`config.mk`:
```
export PLATFORM = sky130hd
export DESIGN_NAME = pwm10_gen
export DESIGN_NICKNAME = d
export VERILOG_FILES = /design/src/rtl/pwm10_pkg.sv /design/src/rtl/pwm10_prescaler.sv /design/src/rtl/pwm10_timebase.sv /design/src/rtl/pwm10_duty_unit.sv /design/src/rtl/pwm10_deadband.sv /design/src/rtl/pwm10_gen.sv
export SDC_FILE = /design/constraint.sdc
export NUM_CORES = 1
export LEC_CHECK = 0
export BUFFER_PORTS_ARGS = -buffer_cell sky130_fd_sc_hd__buf_4
export CAP_MARGIN = 20
export CORE_UTILIZATION = 40
export CTS_BUF_LIST = sky130_fd_sc_hd__clkbuf_4 sky130_fd_sc_hd__clkbuf_8 sky130_fd_sc_hd__clkbuf_16
export CTS_CLUSTER_DIAMETER = 120
export DETAILED_ROUTE_END_ITERATION = 16
export GPL_TIMING_DRIVEN = 0
export PLACE_DENSITY = 0.67
export RECOVER_POWER = 100
export SYNTH_ARGS = -nofsm -noshare
export SYNTH_HDL_FRONTEND = slang
export SYNTH_SLANG_ARGS = --single-unit
```
`constraint.sdc`:
```
create_clock -name clk -period 2.37 [get_ports clk]
set_input_delay 0.474 -clock clk [delete_from_list [all_inputs] [get_ports clk]]
set_output_delay 0.474 -clock clk [all_outputs]
set_load 0.01 [all_outputs]
```
`src/rtl/pwm10_pkg.sv`:
```
package pwm10_pkg;
    localparam int TMR_W  = 8;
    localparam int SUB_W  = 2;
    localparam int DUTY_W = TMR_W + SUB_W;
    localparam int FINE_W = 6;

    typedef enum logic [1:0] {
        PS_DIV1  = 2'b00,
        PS_DIV4  = 2'b01,
        PS_DIV16 = 2'b10
    } presc_e;

    typedef enum logic [1:0] {
        ST_COMP_ON,
        ST_GAP_TO_MAIN,
        ST_MAIN_ON,
        ST_GAP_TO_COMP
    } db_state_e;
endpackage

```
`src/rtl/pwm10_prescaler.sv`:
```
module pwm10_prescaler
    import pwm10_pkg::*;
#(
    parameter int FW = FINE_W,
    parameter int SW = SUB_W
) (
    input  logic          clk,
    input  logic          rst_n,
    input  logic [1:0]    sel_i,
    output logic [FW-1:0] fine_o,
    output logic          wrap_o,
    output logic [SW-1:0] sub_next_o
);
    localparam logic [FW-1:0] LIM1  = FW'(3);
    localparam logic [FW-1:0] LIM4  = FW'(15);
    localparam logic [FW-1:0] LIM16 = FW'(63);

    logic [FW-1:0] fine_q;
    logic [FW-1:0] fine_next;
    logic [FW-1:0] limit;

    always_comb begin
        unique case (sel_i)
            PS_DIV1: limit = LIM1;
            PS_DIV4: limit = LIM4;
            default: limit = LIM16;
        endcase
    end

    assign wrap_o    = (fine_q == limit);
    assign fine_next = wrap_o ? '0 : fine_q + FW'(1);

    always_comb begin
        unique case (sel_i)
            PS_DIV1: sub_next_o = fine_next[1:0];
            PS_DIV4: sub_next_o = fine_next[3:2];
            default: sub_next_o = fine_next[5:4];
        endcase
    end

    always_ff @(posedge clk or negedge rst_n) begin
        if (!rst_n) fine_q <= '0;
        else        fine_q <= fine_next;
    end

    assign fine_o = fine_q;
endmodule

```
`src/rtl/pwm10_timebase.sv`:
```
module pwm10_timebase
    import pwm10_pkg::*;
#(
    parameter int TW = TMR_W,
    parameter int SW = SUB_W
) (
    input  logic            clk,
    input  logic            rst_n,
    input  logic [TW-1:0]   period_i,
    input  logic            wrap_i,
    input  logic [SW-1:0]   sub_next_i,
    output logic [TW-1:0]   tmr_o,
    output logic            boundary_o,
    output logic [TW+SW-1:0] cnt_next_o
);
    logic [TW-1:0] tmr_q;
    logic [TW-1:0] tmr_next;

    assign boundary_o = wrap_i && (tmr_q == period_i);

    always_comb begin
        if (boundary_o)  tmr_next = '0;
        else if (wrap_i) tmr_next = tmr_q + TW'(1);
        else             tmr_next = tmr_q;
    end

    assign cnt_next_o = {tmr_next, sub_next_i};

    always_ff @(posedge clk or negedge rst_n) begin
        if (!rst_n) tmr_q <= '0;
        else        tmr_q <= tmr_next;
    end

    assign tmr_o = tmr_q;
endmodule

```
`src/rtl/pwm10_duty_unit.sv`:
```
module pwm10_duty_unit
    import pwm10_pkg::*;
#(
    parameter int DW = DUTY_W,
    parameter int BW = 8
) (
    input  logic          clk,
    input  logic          rst_n,
    input  logic          boundary_i,
    input  logic [DW-1:0] cnt_next_i,
    input  logic [DW-1:0] duty_i,
    input  logic          pol_i,
    input  logic          db_en_i,
    input  logic [BW-1:0] dly_i,
    output logic [DW-1:0] duty_sh_o,
    output logic          pol_sh_o,
    output logic          db_sh_o,
    output logic [BW-1:0] dly_sh_o,
    output logic          raw_o,
    output logic          strobe_o
);
    logic [DW-1:0] duty_sh;
    logic          pol_sh;
    logic          db_sh;
    logic [BW-1:0] dly_sh;
    logic          raw_q;
    logic          strobe_q;
    logic          match;

    assign match = !boundary_i && (cnt_next_i == duty_sh);

    // control shadows: period boundary only
    always_ff @(posedge clk or negedge rst_n) begin
        if (!rst_n) begin
            duty_sh <= '0;
            pol_sh  <= 1'b0;
            db_sh   <= 1'b0;
        end else if (boundary_i) begin
            duty_sh <= duty_i;
            pol_sh  <= pol_i;
            db_sh   <= db_en_i;
        end
    end

    // delay shadow: earliest of duty match or period boundary
    always_ff @(posedge clk or negedge rst_n) begin
        if (!rst_n)                  dly_sh <= '0;
        else if (boundary_i || match) dly_sh <= dly_i;
    end

    // raw waveform: set at boundary unless zero duty, clear on match
    always_ff @(posedge clk or negedge rst_n) begin
        if (!rst_n) begin
            raw_q    <= 1'b0;
            strobe_q <= 1'b0;
        end else begin
            strobe_q <= boundary_i;
            if (boundary_i)  raw_q <= (duty_i != '0);
            else if (match)  raw_q <= 1'b0;
        end
    end

    assign duty_sh_o = duty_sh;
    assign pol_sh_o  = pol_sh;
    assign db_sh_o   = db_sh;
    assign dly_sh_o  = dly_sh;
    assign raw_o     = raw_q;
    assign strobe_o  = strobe_q;
endmodule

```
`src/rtl/pwm10_deadband.sv`:
```
module pwm10_deadband
    import pwm10_pkg::*;
#(
    parameter int BW = 8
) (
    input  logic          clk,
    input  logic          rst_n,
    input  logic          raw_i,
    input  logic [BW-1:0] dly_i,
    output logic          main_act_o,
    output logic          comp_act_o
);
    db_state_e     state_q, state_d;
    logic [BW-1:0] gap_q, gap_d;

    // state register
    always_ff @(posedge clk or negedge rst_n) begin
        if (!rst_n) begin
            state_q <= ST_COMP_ON;
            gap_q   <= '0;
        end else begin
            state_q <= state_d;
            gap_q   <= gap_d;
        end
    end

    // transitions
    always_comb begin
        state_d = state_q;
        gap_d   = gap_q;
        unique case (state_q)
            ST_COMP_ON: begin
                if (raw_i) begin
                    state_d = (dly_i == '0) ? ST_MAIN_ON : ST_GAP_TO_MAIN;
                    gap_d   = BW'(1);
                end
            end
            ST_GAP_TO_MAIN: begin
                if (!raw_i) begin
                    state_d = (dly_i == '0) ? ST_COMP_ON : ST_GAP_TO_COMP;
                    gap_d   = BW'(1);
                end else if (gap_q >= dly_i) begin
                    state_d = ST_MAIN_ON;
                end else begin
                    gap_d = gap_q + BW'(1);
                end
            end
            ST_MAIN_ON: begin
                if (!raw_i) begin
                    state_d = (dly_i == '0) ? ST_COMP_ON : ST_GAP_TO_COMP;
                    gap_d   = BW'(1);
                end
            end
            ST_GAP_TO_COMP: begin
                if (raw_i) begin
                    state_d = (dly_i == '0) ? ST_MAIN_ON : ST_GAP_TO_MAIN;
                    gap_d   = BW'(1);
                end else if (gap_q >= dly_i) begin
                    state_d = ST_COMP_ON;
                end else begin
                    gap_d = gap_q + BW'(1);
                end
            end
            default: begin
                state_d = ST_COMP_ON;
                gap_d   = '0;
            end
        endcase
    end

    // outputs
    always_comb begin
        main_act_o = (state_q == ST_MAIN_ON);
        comp_act_o = (state_q == ST_COMP_ON);
    end
endmodule

```
`src/rtl/pwm10_gen.sv`:
```
module pwm10_gen
    import pwm10_pkg::*;
#(
    parameter int DB_W = 8
) (
    input  logic              clk,
    input  logic              rst_n,
    input  logic [TMR_W-1:0]  period_i,
    input  logic [DUTY_W-1:0] duty_i,
    input  logic [1:0]        presc_sel_i,
    input  logic              polarity_i,
    input  logic              db_en_i,
    input  logic [DB_W-1:0]   db_delay_i,
    output logic              pwm_a_o,
    output logic              pwm_b_o,
    output logic              period_strobe_o
);
    logic [FINE_W-1:0] fine_cnt;
    logic              wrap;
    logic [SUB_W-1:0]  sub_next;
    logic [TMR_W-1:0]  tmr_cnt;
    logic              boundary;
    logic [DUTY_W-1:0] cnt_next;
    logic [DUTY_W-1:0] duty_sh;
    logic              pol_sh;
    logic              db_sh;
    logic [DB_W-1:0]   dly_sh;
    logic              raw_q;
    logic              main_act;
    logic              comp_act;

    pwm10_prescaler #(.FW(FINE_W), .SW(SUB_W)) i_presc (
        .clk(clk), .rst_n(rst_n), .sel_i(presc_sel_i),
        .fine_o(fine_cnt), .wrap_o(wrap), .sub_next_o(sub_next)
    );

    pwm10_timebase #(.TW(TMR_W), .SW(SUB_W)) i_tb (
        .clk(clk), .rst_n(rst_n), .period_i(period_i), .wrap_i(wrap),
        .sub_next_i(sub_next), .tmr_o(tmr_cnt), .boundary_o(boundary),
        .cnt_next_o(cnt_next)
    );

    pwm10_duty_unit #(.DW(DUTY_W), .BW(DB_W)) i_duty (
        .clk(clk), .rst_n(rst_n), .boundary_i(boundary), .cnt_next_i(cnt_next),
        .duty_i(duty_i), .pol_i(polarity_i), .db_en_i(db_en_i), .dly_i(db_delay_i),
        .duty_sh_o(duty_sh), .pol_sh_o(pol_sh), .db_sh_o(db_sh), .dly_sh_o(dly_sh),
        .raw_o(raw_q), .strobe_o(period_strobe_o)
    );

    pwm10_deadband #(.BW(DB_W)) i_db (
        .clk(clk), .rst_n(rst_n), .raw_i(raw_q), .dly_i(dly_sh),
        .main_act_o(main_act), .comp_act_o(comp_act)
    );

    always_comb begin
        if (db_sh) begin
            pwm_a_o = main_act ^ pol_sh;
            pwm_b_o = comp_act ^ pol_sh;
        end else begin
            pwm_a_o = raw_q ^ pol_sh;
            pwm_b_o = pol_sh;
        end
    end
endmodule

```
# Yosys cells after proc, flatten, opt, wreduce, memory -nomap -nowiden

Index checks and enable logic that the tools add are counted.

$add $sub $neg: 3
Muxes and demuxes: 24
Magnitude comparators: 1
Eq/ne operators: 11
Reduce and logical (&&, ||, !) cells: 11
Bitwise logic cells: 3

Operator list:

| cell                  | number |
|---|---|
| $mux W8               | 7 |
| $pmux W8 S4           | 1 |
| $add A8 B1 Y8 const B | 2 |
| $mux W2               | 8 |
| $pmux W6 S2           | 1 |
| $eq A10 B10 Y1        | 1 |
| $reduce_bool A10 Y1   | 1 |
| $eq A8 B8 Y1          | 1 |
| $ge A8 B8 Y1          | 1 |
| $logic_not A8 Y1      | 1 |
| $pmux W2 S4           | 1 |
| $add A6 B1 Y6 const B | 1 |
| $eq A6 B6 Y1          | 1 |
| $mux W6               | 1 |
| $ne A3 B2 Y1 const B  | 2 |
| $eq A2 B1 Y1 const B  | 2 |
| $eq A2 B2 Y1 const B  | 2 |
| $logic_not A2 Y1      | 2 |
| $mux W1               | 4 |
| $pmux W2 S2           | 1 |
| $reduce_and A4 Y1     | 1 |
| $xor A1 B1 Y1         | 3 |
| $logic_and A1 B1 Y1   | 2 |
| $ne A2 B1 Y1 const B  | 1 |
| 5 further kinds       | 5 |

Output and inout port bits: 3
Bits of input ports: 32
Logic and storage cells: 63
Register bits: 46

# Depth between registers and ports, before layout

Word-level depth: 9
Gate-level depth with buffers: 10
Mapped depth without buffers: 10

# Cells and area by module

A second synthesis with hierarchy kept.

Cells, all modules: 257
Area total of the unflattened synthesis: 2747.6 sq um

By module, submodules not included:

| module          | area each (sq um) | cells each | sequential area each (sq um) | times used |
|---|---|---|---|---|
| pwm10_duty_unit | 964.7             | 65         | 550.5                        | 1 |
| pwm10_deadband  | 915.9             | 103        | 250.2                        | 1 |
| pwm10_timebase  | 483.0             | 49         | 200.2                        | 1 |
| pwm10_prescaler | 352.8             | 36         | 150.1                        | 1 |
| pwm10_gen       | 31.3              | 4          | 0.0                          | 1 |

# Worst setup path after synthesis

No wires, ideal clock.

Path type: in2reg
Start: input port presc_sel_i[1]
End: register i_duty.dly_sh[0] (netlist: i_duty.dly_sh_o[0])
Path buffers: 2
Library setup time: 0.125 ns
Stages: 10
Setup slack: -0.300 ns
Arrival: 2.545 ns
Required time: 2.245 ns
Cell sequence: buf_6 nor4_4 o221a_2 buf_6 nand2_1 a311oi_1 nand4_1 nor4b_4 a31oi_4 mux2_4

Word-level cells in the longest chain between the ends: 8
Elaborated cells between the ends (all ways): 13
Those cells by class: 3 x eq/ne; 5 x mux; 5 x reduce/logical

RTL lines:

| element                                          | RTL line                                     | RTL |
|---|---|---|
| start, declared                                  | pwm10_gen.sv:10                              | `input logic [1:0] presc_sel_i,` |
| $eq A2 B1 Y1 or $logic_not A2 Y1 (tied branches) | pwm10_prescaler.sv:23, pwm10_prescaler.sv:34 |  |
| $pmux W6 S2                                      | pwm10_prescaler.sv:23                        | `unique case (sel_i)` |
| $eq A6 B6 Y1                                     | pwm10_prescaler.sv:30                        | `assign wrap_o = (fine_q == limit);` |
| $mux W6 (tied with other cells)                  | pwm10_prescaler.sv:31                        | `assign fine_next = wrap_o ? '0 : fine_q + FW'(1);` |
| $pmux W2 S2 or $mux W8 (tied branches)           | pwm10_prescaler.sv:34, pwm10_timebase.sv:22  |  |
| $eq A10 B10 Y1                                   | pwm10_duty_unit.sv:30                        | `assign match = !boundary_i && (cnt_next_i == duty_sh);` |
| $logic_and A1 B1 Y1                              | pwm10_duty_unit.sv:30                        |  |
| $logic_or A1 B1 Y1 *                             | pwm10_duty_unit.sv:48                        | `else if (boundary_i \|\| match) dly_sh <= dly_i;` |
| end signal, assigned                             | pwm10_duty_unit.sv:48                        |  |
| end, declared                                    | pwm10_duty_unit.sv:25                        | `logic [BW-1:0] dly_sh;` |

Every way passes the cells marked *; elsewhere a longest branch is shown, timed or not.
A chain may end at the register's enable or synchronous reset.

# Worst setup path in the final report

Start: register i_presc.fine_q[5] (netlist: i_presc.fine_o[5])
End: register i_duty.dly_sh[1] (netlist: i_duty.dly_sh_o[1])

Word-level cells in the longest chain between the ends: 6
Elaborated cells between the ends (all ways): 11
Those cells by class: 1 x add/sub; 2 x eq/ne; 4 x mux; 4 x reduce/logical

RTL lines:

| element                                       | RTL line                                     | RTL |
|---|---|---|
| start, declared                               | pwm10_prescaler.sv:18                        | `logic [FW-1:0] fine_q;` |
| start signal, assigned                        | pwm10_prescaler.sv:43                        | `else fine_q <= fine_next;` |
| $add A6 B1 Y6 or $eq A6 B6 Y1 (tied branches) | pwm10_prescaler.sv:31, pwm10_prescaler.sv:30 |  |
| $mux W6 (tied with other cells)               | pwm10_prescaler.sv:31                        |  |
| $pmux W2 S2 or $mux W8 (tied branches)        | pwm10_prescaler.sv:34, pwm10_timebase.sv:22  |  |
| $eq A10 B10 Y1                                | pwm10_duty_unit.sv:30                        |  |
| $logic_and A1 B1 Y1                           | pwm10_duty_unit.sv:30                        |  |
| $logic_or A1 B1 Y1 *                          | pwm10_duty_unit.sv:48                        |  |

Marks and branches as above.

==> reports/qor.yml <==
layout_setup_ws_ps: -333
synthTopCellsByArea: "dfrtp_1, xor2_1, ha_1"
first_global_vias: 2396
end_kind: "register"
worstPathArrival_ps: 2900
cts_buffers: 5
firstDrtPassIters: 4
track_usage: 0.191
total_power_mw: 2.12
drc: 0
crit_fanout: 4
grt_setup_unrepaired: "yes"
synthesis.nets: 329
cts.clk_slew.worst_paths_ps: 90
cts_tree: "built"
power_switching_mw: 0.645
swShare: 0.305
wl_met1_um: 3170
antenna_cells: 0
htree_levels: 2
netlist_area_um2: 2930
wl_um: 7040
io_buffer_count: 33
status: "finished with violations"
synth_ff_type: "dfrtp_1"
die_h_um: 87.6
fin_skew_ps: 7.65
power_density_nw_per_um2: 550
p_comb_frac: 0.287
hp-class: "input port to async pin"
grt_max_degree: 47
crit_top_cell: "buf_4"
whs_ps: 386
root_buffer: "clkbuf_8"
placed_area_um2: 3310
wl_met3_um: 386
drt-vias-per-instance: 5.42
max_freq_ghz: 0.370
cts.sinks: 46
cp_cell_sequence: "buf_4 -> nor3_4 -> buf_4 -> o221ai_2 -> o21a_1 -> o21ai_1 -> nand4_1 -> nor4b_4 -> a31oi_4 -> buf_4 -> mux2_4"
synthCells: 286
yosysMostFrequentCell: "dfrtp_1"
power.share.clock: 0.283
rows: 30
p_seq_frac: 0.429
wl_met2_um: 3410
slew_headroom: 0.234
syn_area_per_cell_um2: 10.2
ys_types: 58
ys_ff_latch: 46
seq_area_frac_synth: 0.393
preCtsSetupSlack_ps: -641
period_minus_slack_ps: 2700
yosysTopAreaCell: "dfrtp_1"
area_growth_pct: 31.5
violations: "negative setup slack"
start_util: 0.422
post-route-period-util: 1.14
maxCapViolCount: 0
tightestPinTransition_ps: 1150
grt_overflow_total: 0
ant_nets: 0
ys_async_sr_fraction: 1.00
hold_buffers: 0
slew_viol_final: 0
finish.instance_area_um2: 3850
synth_warnings: 0
grt_pass1_wl_um: 11300
slowest_stage: "dfrtp_1"
drive_gt1_frac: 0.384
critPathRequiredTime_ps: 2560
yosys.area.top_type_share: 0.393
clk_latency_ps: 300
die_w_um: 87.6
num-fill-cells: 613
p_int_mw: 1.47
antenna_found_initial: 0
synth_edf_count: 0
leakagePower_nw: 1.78
irDropWorstVdd_uv: 479
ioPinCount: 35
vias: 2440
drtIter0Drc: 152
clockBufferDepth: 2
routed.top_layer: "met4"
gp_congestion: 0.865
slowest_delay_ps: 410
synth_commonest_cells: "dfrtp_1, nand2_1, xor2_1"
finalSetupViolations: 9
criticalPathCategory: "register to register"
cp-start-kind: "register"
core_area_um2: 6940
place_hpwl_um: 4730
die_area_um2: 7670
nNetsFinal: 396
wl_per_cell_um: 15.7
hold_viol: 0
## timing repair
| action | in CTS | in global routing |
|---|---|---|
| buffers inserted | 17 | 8 |
| pin swaps | 11 | 23 |
| gates resized for setup | 18 | 27 |
| endpoints found under the hold margin | 0 | 0 |
| gates cloned | 0 | 2 |
| setup endpoints to repair | 32 | 30 |
## layer usage
metal | GRT usage | vias up
met4 | 0.0566 | 0
met2 | 0.321 | 73
li1 | - | 1173
met1 | 0.254 | 1187
met5 | 0 | -
met3 | 0.0330 | 7
## worst max-delay path, delay by kind of cell, from the launching register on
kind | cells | cell delay, ps
DFF | 1 | 410
buffers and inverters | 3 | 480
and+or+nand+nor | 3 | 720
muxes | 1 | 290
AOI/OAI and AO/OA | 4 | 700
## cells by family after synthesis
family | Yosys count | share of synthesized area
AOI/OAI and AO/OA | 58 | 0.156
xor gates and xnor gates | 31 | 0.0927
adders and majority gates | 11 | 0.0470
buffers and inverters | 28 | 0.0462
DFF | 46 | 0.393
muxes | 20 | 0.0863
and+or+nand+nor | 92 | 0.179
## state kept, by name, summed over array words and instances, names as in the netlist
| register | cells |
|---|---|
| i_db.gap_q | 8 |
| i_duty.dly_sh_o | 8 |
| i_duty.pol_sh_o | 1 |
| i_presc.fine_o | 6 |
| i_db.state_q | 2 |
| i_tb.tmr_o | 8 |
| i_duty.db_sh_o | 1 |
| i_duty.duty_sh_o | 10 |
| i_duty.strobe_o | 1 |
| i_duty.raw_o | 1 |
## final cells by class
type	count	area (um^2)	share of cell area
tap	96	120	0.0312
timing repair buffer	59	454	0.118
buffer	14	97.6	0.0253
inverter	14	52.6	0.0136
sequential	46	1150	0.300
clock inverter	2	37.5	0.00975
clock buffer	6	76.3	0.0198
multi-input combinational	213	1860	0.483
## path summary, 6_finish.rpt
kind | from | endpoint | slack (ps) | cells after the start
min in group clk | duty_i[7] | i_duty.duty_sh_o[7] | 390 | 3
min reg2reg | i_duty.dly_sh_o[5] | i_duty.dly_sh_o[5] | 520 | 1
max reg2reg | i_presc.fine_o[5] | i_duty.dly_sh_o[1] | -330 | 11
max in group asynchronous | rst_n | i_presc.fine_o[4] | 1220 | 1
min | rst_n | i_presc.fine_o[0] | 390 | 1
max | i_presc.fine_o[5] | i_duty.dly_sh_o[1] | -330 | 11
## through the flow
stage / setup TNS (ps) / instances / util
2_1_floorplan: -2460 / 286 / -
3_3_place_gp: -9430 / 415 / 0.477
3_5_place_dp: -10440 / 415 / 0.477
4_1_cts: -3240 / 440 / 0.525
5_1_grt: -3730 / 450 / 0.555
6_report: -2780 / 450 / 0.555
## power by group through the flow
stage,sequential [mW],combinational [mW],clock (mW)
3_5_place_dp,0.918,0.403,0
2_1_floorplan,0.901,0.290,0
4_1_cts,0.899,0.516,0.611
6_report,0.910,0.609,0.600
3_3_place_gp,0.918,0.390,0
5_1_grt,0.915,0.659,0.645
## placed cells by master, fill, tap and decap left out, drive strengths merged, types with 3 or more instances in the layout
cell type / netlist / routed
nand3: 12 / 12
nor2: 18 / 18
nand2b: 3 / 3
nand4: 6 / 6
xor2: 21 / 21
clkbuf: 3 / 9
and3: 10 / 10
nor4: 6 / 6
xnor2: 10 / 10
mux2: 18 / 18
buf: 11 / 70
nand2: 21 / 21
o21ai: 14 / 14
a221oi: 4 / 4
a31oi: 5 / 5
a22o: 3 / 3
o22ai: 5 / 5
inv: 14 / 14
a21oi: 9 / 9
dfrtp: 46 / 46
nor3: 4 / 4
nor2b: 3 / 3
ha: 11 / 11
(Power assumes the default switching activity.)
